$ cat src/rtl/bcs_pkg.sv
`timescale 1ns/1ps
package bcs_pkg;
    localparam int BYTE_W = 8;
    localparam int CHK_W  = 16;
    // Reflected form of x^16 + x^15 + x^2 + 1
    localparam logic [CHK_W-1:0] CRC_POLY_REFL = 16'hA001;

    typedef enum logic [1:0] {
        MODE_RSV_A = 2'b00,
        MODE_CRC   = 2'b01,
        MODE_RSV_B = 2'b10,
        MODE_SUM   = 2'b11
    } mode_sel_e;

    typedef enum logic {
        ALG_CRC = 1'b0,
        ALG_SUM = 1'b1
    } alg_e;

    typedef struct packed {
        logic              valid;
        logic              drop;
        logic [BYTE_W-1:0] data;
    } rx_evt_t;

    function automatic alg_e pick_alg(input mode_sel_e m, input logic transp);
        return (!transp && m == MODE_SUM) ? ALG_SUM : ALG_CRC;
    endfunction

    function automatic logic [CHK_W-1:0] preset_word(input logic ones);
        return ones ? {CHK_W{1'b1}} : {CHK_W{1'b0}};
    endfunction
endpackage

$ cat src/rtl/bcs_step.sv
`timescale 1ns/1ps
module bcs_step
    import bcs_pkg::*;
#(
    parameter int              SW     = CHK_W,
    parameter int              DW     = BYTE_W,
    parameter logic [SW-1:0]   POLY   = CRC_POLY_REFL
) (
    input  logic [SW-1:0] seed,
    input  logic [DW-1:0] data,
    input  alg_e          alg,
    output logic [SW-1:0] next
);
    localparam int UPPER_W = SW - DW;

    logic [SW-1:0] chain [0:DW];
    logic [SW-1:0] sum_next;

    assign chain[0] = seed;

    generate
        for (genvar b = 0; b < DW; b++) begin : g_bit
            logic fb;
            assign fb          = chain[b][0] ^ data[b];
            assign chain[b+1]  = (chain[b] >> 1) ^ (fb ? POLY : {SW{1'b0}});
        end
    endgenerate

    generate
        if (UPPER_W > 0) begin : g_sum_wide
            assign sum_next = {seed[SW-1:DW], seed[DW-1:0] ^ data};
        end else begin : g_sum_narrow
            assign sum_next = seed ^ data[SW-1:0];
        end
    endgenerate

    assign next = (alg == ALG_SUM) ? sum_next : chain[DW];
endmodule

$ cat src/rtl/bcs_hold.sv
`timescale 1ns/1ps
module bcs_hold
    import bcs_pkg::*;
#(
    parameter int SW = CHK_W
) (
    input  logic          clk,
    input  logic          rst,
    input  logic          clear,
    input  logic [SW-1:0] preset,
    input  logic          valid,
    input  logic          drop,
    input  logic [SW-1:0] stepped,
    output logic [SW-1:0] cur_q,
    output logic [SW-1:0] held_q
);
    always_ff @(posedge clk) begin
        if (rst) begin
            cur_q  <= '0;
            held_q <= '0;
        end else if (clear) begin
            cur_q  <= preset;
            held_q <= preset;
        end else if (valid) begin
            cur_q <= stepped;
            if (!drop) held_q <= cur_q;
        end else if (drop) begin
            cur_q <= held_q;
        end
    end


    clear_loads_both_chk: assert property (@(posedge clk) disable iff (rst)
        clear |=> (cur_q == held_q) && (cur_q == $past(preset)));


    drop_restores_chk: assert property (@(posedge clk) disable iff (rst)
        (drop && !valid && !clear) |=> (cur_q == $past(held_q)) && $stable(held_q));


    drop_with_byte_keeps_held_chk: assert property (@(posedge clk) disable iff (rst)
        (drop && valid && !clear) |=> $stable(held_q));


    byte_shifts_held_chk: assert property (@(posedge clk) disable iff (rst)
        (valid && !drop && !clear) |=> (held_q == $past(cur_q)));


    idle_holds_chk: assert property (@(posedge clk) disable iff (rst)
        (!valid && !drop && !clear) |=> ($stable(cur_q) && $stable(held_q)));
endmodule

$ cat src/rtl/bcs_accum.sv
`timescale 1ns/1ps
module bcs_accum
    import bcs_pkg::*;
(
    input  logic        clk,
    input  logic        rst,
    input  logic        clear,
    input  logic        preset_ones,
    input  logic [1:0]  mode_sel,
    input  logic        transparent,
    input  logic        byte_valid,
    input  logic [7:0]  byte_data,
    input  logic        drop_last,
    output logic [15:0] chk_value,
    output logic        chk_ok
);
    alg_e            alg;
    rx_evt_t         evt;
    logic [CHK_W-1:0] cur_q;
    logic [CHK_W-1:0] held_q;
    logic [CHK_W-1:0] seed;
    logic [CHK_W-1:0] stepped;

    assign alg = pick_alg(mode_sel_e'(mode_sel), transparent);
    assign evt = '{valid: byte_valid, drop: drop_last, data: byte_data};

    // A drop in the same cycle as a byte folds the new byte onto the older copy
    assign seed = evt.drop ? held_q : cur_q;

    bcs_step #(.SW(CHK_W), .DW(BYTE_W), .POLY(CRC_POLY_REFL)) u_step (
        .seed (seed),
        .data (evt.data),
        .alg  (alg),
        .next (stepped)
    );

    bcs_hold #(.SW(CHK_W)) u_hold (
        .clk     (clk),
        .rst     (rst),
        .clear   (clear),
        .preset  (preset_word(preset_ones)),
        .valid   (evt.valid),
        .drop    (evt.drop),
        .stepped (stepped),
        .cur_q   (cur_q),
        .held_q  (held_q)
    );

    assign chk_value = cur_q;
    assign chk_ok    = (alg == ALG_SUM) ? (cur_q[BYTE_W-1:0] == '0) : (cur_q == '0);


    sum_upper_stable_chk: assert property (@(posedge clk) disable iff (rst)
        (byte_valid && !drop_last && !clear && alg == ALG_SUM) |=>
            (chk_value[15:8] == $past(chk_value[15:8])));


    reset_zero_chk: assert property (@(posedge clk)
        rst |=> (chk_value == 16'h0000));
endmodule

$ cat config.mk
export PLATFORM = sky130hd
export DESIGN_NAME = bcs_accum
export DESIGN_NICKNAME = d
export VERILOG_FILES = /design/src/rtl/bcs_pkg.sv /design/src/rtl/bcs_step.sv /design/src/rtl/bcs_hold.sv /design/src/rtl/bcs_accum.sv
export SDC_FILE = /design/constraint.sdc
export NUM_CORES = 1
export LEC_CHECK = 0
export ABC_AREA = 1
export BUFFER_PORTS_ARGS = -buffer_cell sky130_fd_sc_hd__buf_2
export CAP_MARGIN = 15
export CORE_MARGIN = 4
export CORE_UTILIZATION = 50
export DETAILED_ROUTE_END_ITERATION = 8
export HOLD_SLACK_MARGIN = 0.03
export PLACE_DENSITY = 0.69
export SETUP_SLACK_MARGIN = 0.3
export SLEW_MARGIN = 20
export SYNTH_ARGS = -nofsm -noshare
export SYNTH_HDL_FRONTEND = slang
export SYNTH_HIERARCHICAL = 1
export SYNTH_SLANG_ARGS = --single-unit
$ cat constraint.sdc
create_clock -name clk -period 4.9 [get_ports clk]
set_input_delay 0.245 -clock clk [delete_from_list [all_inputs] [get_ports clk]]
set_output_delay 0.245 -clock clk [all_outputs]
set_load 0.03 [all_outputs]
Word-level counts from Yosys, hierarchy flattened
Index checks and enable logic that the tools add are counted.
{"block": "op_classes", "div": 0, "n_lt_le_gt_ge": 0, "bitwise_logic": 17, "add_sub_neg": 0, "mux": 17, "n_mul": 0, "n_reduce_logical": 5, "shift": 0, "n_eq_ne": 1}
{"cell": "$mux 16", "n": 15}
{"cell": "$xor 15x16->16", "n": 8}
{"cell": "$logic_not 16->1", "n": 1}
{"cell": "$logic_not 8->1", "n": 1}
{"cell": "$xor 1x1->1", "n": 8}
{"cell": "$xor 8x8->8", "n": 1}
{"cell": "$eq 2x2->1 const B", "n": 1}
{"cell": "$mux 1", "n": 2}
{"cell": "$reduce_bool 2->1", "n": 1}
{"cell": "$logic_and 1x1->1", "n": 1}
{"cell": "$logic_not 1->1", "n": 1}
{"block": "totals", "ramBits": 0, "rom_bits": 0, "latchBits": 0, "word_cells": 42, "reg_bits": 32, "inputBits": 17, "output_inout_bits": 17, "memories": 0}

Logic depth before layout (Yosys ltp)
{"block": "logic_depth", "depth_word": 28, "ltp_mapped": 21, "depth_no_buf": 19}

By module
The synthesis kept the hierarchy.
{"module": "bcs_hold", "cells_each": 260, "seq_area_each_um2": 640.6, "instances": 1, "area_per_inst_um2": 1699.1}
{"module": "bcs_step", "cells_each": 116, "seq_area_each_um2": 0.0, "instances": 1, "area_per_inst_um2": 535.5}
{"module": "bcs_accum", "cells_each": 34, "seq_area_each_um2": 0.0, "instances": 1, "area_per_inst_um2": 311.5}

Least setup slack after synthesis
Ideal clock, no wire load.
{"block": "synth_timing", "path_type": "input to register", "from": "input port drop_last", "to": "register u_hold.cur_q[0]", "stages": 15, "arrival_ps": 1817, "setup_time_ps": 138, "required_time_ps": 4762, "path_buffers": 2, "path_slack_ps": 2945, "path_cell_list": "buf_6 buf_12 mux2_4 xor2_2 nand3_1 nand2_2 nand2_1 nand3_1 nand3_2 nand2_1 nand2_1 nand3_1 nand2_1 inv_1 a21oi_1"}
{"block": "synth_via", "elab_cells_between_ends": 29, "cone_classes": "mux: 12; bitwise: 17"}
{"element": "start: declaration", "line": "bcs_accum.sv:13", "rtl": "input logic drop_last,"}
{"element": "$mux 16"}
{"element": "named net seed[6]", "line": "bcs_accum.sv:21", "rtl": "logic [CHK_W-1:0] seed;"}
{"element": "$xor 15x16->16 (6 in a row)", "line": "bcs_step.sv:25", "rtl": "assign chain[b+1] = (chain[b] >> 1) ^ (fb ? POLY : {SW{1'b0}});"}
{"element": "$xor 1x1->1", "line": "bcs_step.sv:24", "rtl": "assign fb = chain[b][0] ^ data[b];"}
{"element": "$mux 16", "line": "bcs_step.sv:25"}
{"element": "$xor 15x16->16", "line": "bcs_step.sv:25"}
{"element": "$xor 1x1->1", "line": "bcs_step.sv:24"}
{"element": "$mux 16", "line": "bcs_step.sv:25"}
{"element": "$xor 15x16->16", "line": "bcs_step.sv:25"}
{"element": "$mux 16", "line": "bcs_step.sv:37", "rtl": "assign next = (alg == ALG_SUM) ? sum_next : chain[DW];"}
{"element": "named net stepped[0]", "line": "bcs_accum.sv:22", "rtl": "logic [CHK_W-1:0] stepped;"}
{"element": "$mux 16", "line": "bcs_hold.sv:24", "rtl": "end else if (valid) begin"}
{"element": "$mux 16", "line": "bcs_hold.sv:21", "rtl": "end else if (clear) begin"}
{"element": "end signal: assignment", "line": "bcs_hold.sv:22", "rtl": "cur_q <= preset;"}
{"element": "end signal: assignment", "line": "bcs_hold.sv:25", "rtl": "cur_q <= stepped;"}
{"element": "end signal: assignment", "line": "bcs_hold.sv:28", "rtl": "cur_q <= held_q;"}
{"element": "end: declaration", "line": "bcs_hold.sv:14", "rtl": "output logic [SW-1:0] cur_q,"}
The timed path passes the listed nets, and every way through them passes these cells.
A chain may end at the register's enable or synchronous reset.

Worst setup path in the final report
{"block": "layout_timing", "from": "input port drop_last", "to": "register u_hold.cur_q[0]"}
{"block": "layout_via", "elab_cells_between_ends": 29, "cone_classes": "mux: 12; bitwise: 17"}
{"element": "$mux 16"}
{"element": "named net seed[2]", "line": "bcs_accum.sv:21"}
{"element": "$xor 15x16->16 (2 in a row)", "line": "bcs_step.sv:25"}
{"element": "$xor 1x1->1", "line": "bcs_step.sv:24"}
{"element": "$mux 16", "line": "bcs_step.sv:25"}
{"element": "$xor 15x16->16", "line": "bcs_step.sv:25"}
{"element": "$xor 1x1->1", "line": "bcs_step.sv:24"}
{"element": "$mux 16", "line": "bcs_step.sv:25"}
{"element": "[9 not listed]"}
{"element": "$xor 15x16->16", "line": "bcs_step.sv:25"}
{"element": "$xor 1x1->1", "line": "bcs_step.sv:24"}
{"element": "$mux 16", "line": "bcs_step.sv:25"}
{"element": "$xor 15x16->16", "line": "bcs_step.sv:25"}
{"element": "$mux 16", "line": "bcs_step.sv:37"}
{"element": "named net stepped[0]", "line": "bcs_accum.sv:22"}
{"element": "$mux 16", "line": "bcs_hold.sv:24"}
{"element": "$mux 16", "line": "bcs_hold.sv:21"}
The timed path passes the listed nets, and every way through them passes these cells.

==> metrics.cfg <==
[outcome]
outcome = complete, no violations

[critical_path]
crit_arrival_ps = 2640
r2r-start = u_hold/cur_q[2]$_SDFF_PP0_
required_ps = 5110
worstSetupPathType = input pin to register
path_max_fanout = 33
r2r_end = u_hold/cur_q[0]$_SDFF_PP0_
reg2regPathDepth = 18
rrSetupSlack_ps = 2840
crit_path_end_kind = register
critical_path.startpoint_type = input pin

[detailed_routing]
drtIter0Drc = 194
vias_per_cell = 5.09
wl_per_cell_um = 13.0
ant_nets = 0
wl_mm = 6.51
vias = 2541
drtPass1Iterations = 4
remaining_drc_errors = 0

[floorplan]
coreArea_sq_um = 4820
start_util_pct = 52.9
die_x_um = 79.4
pin_count = 34
die_h_um = 79.4
dieArea_sq_um = 6300
row_count = 25

[timing]
min_period_ps = 2430
finalHoldViolCount = 0
slew_violations = 0
finClkSkew_ps = 9.84
post-route-period-util_pct = 49.6
hold_ws_ps = 482
fin_tns_setup_ps = 0
rsz0062_at_grt = no
setup_viol = 0
tightest_slew_ps = 1000
max_freq_ghz = 0.411
relSlewSlack_pct = 32.8

[logic_synthesis]
synth_edf_count = 0
synth_common_cells = nand2_1 (172), inv_1 (46), a21oi_1 (45), dfxtp_1 (32), nand3_1 (18)
synthXorXnorAreaFrac_pct = 2.70
ys_warn_count = 6
synth_flop_cell = dfxtp_1
synth_fa_ha_area_share_pct = 0
synth_compound_gate_area_share_pct = 13.6
synth_top_family_by_area = simple AND/OR/NAND/NOR gates
synth.most_common_cell = nand2_1
seq_area_frac_synth_pct = 25.2
synth-seq-cells = 32
yosys.area_share.simple_pct = 35.0
synth_cell_types = 29
synth_top_area_cell = nand2_1
async_flop_share_pct = 0
synthMuxAreaShare_pct = 8.55
avgSynthCellArea_sq_um = 6.21
ys_top_cells_by_area = nand2_1 (25%), dfxtp_1 (25%), a21oi_1 (8.8%)
synth_nets = 427
synthCells = 410
yosysTopAreaCellShare_pct = 25.4
synth.cell_area_sq_um = 2550

[grt]
antenna_found_initial = 0
grt_pass1_vias = 2376
grt_pass1_wl_mm = 11.0
grt_remaining_overflow = 0
grt.total_usage_pct = 21.9
grt_max_degree = 34

[clock_network]
path_clk_slew_ps = 80
cts_buffers = 5
cts-root-buf = clkbuf_8
cts.path.max_buffers = 2
cts_resized = 0
cts_tree = yes
clkSinkCount = 32
post_cts_buffers = 0
insertion_delay_ps = 290
h-tree-depth = 2
cts_hold_buffers = 0

[min_path]
holdPathStages = 2
min-delay-start = rst
whs_endpoint = u_hold/cur_q[9]$_SDFF_PP0_
holdCritPathClass = input pin to register

[power_and_ir_drop]
seqPwrFrac_pct = 37.2
power.leakage_nw = 1.48
comb_power_share_pct = 30.0
power.internal_w = 0.000511
power.share.switching_pct = 35.4
max-vdd-ir-drop_mv = 0.187
p_clk_share_pct = 32.8
p_sw_w = 0.000280
p_per_area_nw_per_um2 = 288

[cells_and_area]
antenna_cells = 0
syn_to_final_growth_pct = 7.71
final_cells = 499
drive_gt1_share_pct = 18.5
nets = 448

[placed_design]
finalWeightedCongestion = 0.936
dpl.hpwl_mm = 4.47
io_buffers = 33
dp_cells = 491

[flow_run]
drv_cap = 0

==> registers in the layout, indices dropped and copies added, names as in the netlist <==
signal / flops
u_hold/cur_q: 16
u_hold/held_q: 16
==> layer usage <==
layer	GRT usage [%]	routed length (um)	vias up
li1	-	-	1321
met1	29.6	3140	1152
met2	36.4	2990	66
met3	3.29	353	2
met4	5.67	28	0
met5	0	0	-
==> worst max path at each step <==
| stage | start | to | depth (start not counted) |
|---|---|---|---|
| floorplan | drop_last | u_hold/cur_q[0]$_SDFF_PP0_ | 15 |
| finish | drop_last | u_hold/cur_q[0]$_SDFF_PP0_ | 19 |
| global route | mode_sel[0] | u_hold/cur_q[0]$_SDFF_PP0_ | 11 |
| global placement | drop_last | u_hold/cur_q[0]$_SDFF_PP0_ | 19 |
| detailed placement | drop_last | u_hold/cur_q[0]$_SDFF_PP0_ | 20 |
| CTS | drop_last | u_hold/cur_q[0]$_SDFF_PP0_ | 20 |
==> cells in the final DEF, fill, tap and decap left out, types with 2 or more instances in the layout <==
cell type,count
xor2_1,3
a21oi_1,45
mux2_4,10
mux2_2,6
nand3_1,18
nor2_8,2
inv_2,7
nand3_2,3
nor2_1,13
nand2_1,172
clkbuf_8,5
dfxtp_1,32
clkinv_2,2
inv_1,46
xnor2_1,3
a21oi_2,4
nand4_1,2
o21ai_0,15
buf_2,33
nand2_2,4
==> area by class of cell <==
type	instances	area, sq um
tap	67	83.8
multi-input combinational	303	1530
clock buffer	5	68.8
clock inverter	3	42.5
fill	524	2070
sequential	32	641
inverter	56	216
timing repair buffer	33	165
==> power groups by stage <==
stage	Sequential [W]	Combinational [W]	Clock, W
after floorplan	0.000316	0.000171	0
after global placement	0.000300	0.000232	0
after detailed placement	0.000300	0.000234	0
after CTS	0.000294	0.000236	0.000265
after global routing	0.000297	0.000266	0.000276
final	0.000294	0.000237	0.000260
==> logic make-up (layout without fill, tap and decap cells) <==
family	count (synthesis)	count (layout)
and+or+nand+nor	214	214
buffers and inverters	75	97
AOI/OAI and AO/OA	66	66
DFF	32	32
muxes	16	16
xor gates and xnor gates	7	7
==> worst max-delay path, stage by stage <==
cell	delay, ps
buf_2	590
mux2_2	430
inv_1	60
nand2_1	50
nand2_1	150
inv_2	50
nand2_1	90
nand2_1	90
nand2_2	90
nand2_1	50
nand2_1	100
nand3_1	130
nand3_2	100
nand2_1	70
nand2_1	60
nand3_1	70
nand2_1	80
inv_1	40
a21oi_1	100
==> per-stage QoR <==
step	utilization (%)	cell area, sq um	total power [W]	setup WS (ps)
CTS	56.9	2740	0.000795	2520
finish	56.9	2740	0.000791	2470
global route	56.9	2740	0.000839	2090
global placement	54.6	2630	0.000532	2270
floorplan	-	2550	0.000487	2940
detailed placement	54.6	2630	0.000534	2230
No activity file was read; power rests on OpenSTA's default activity.
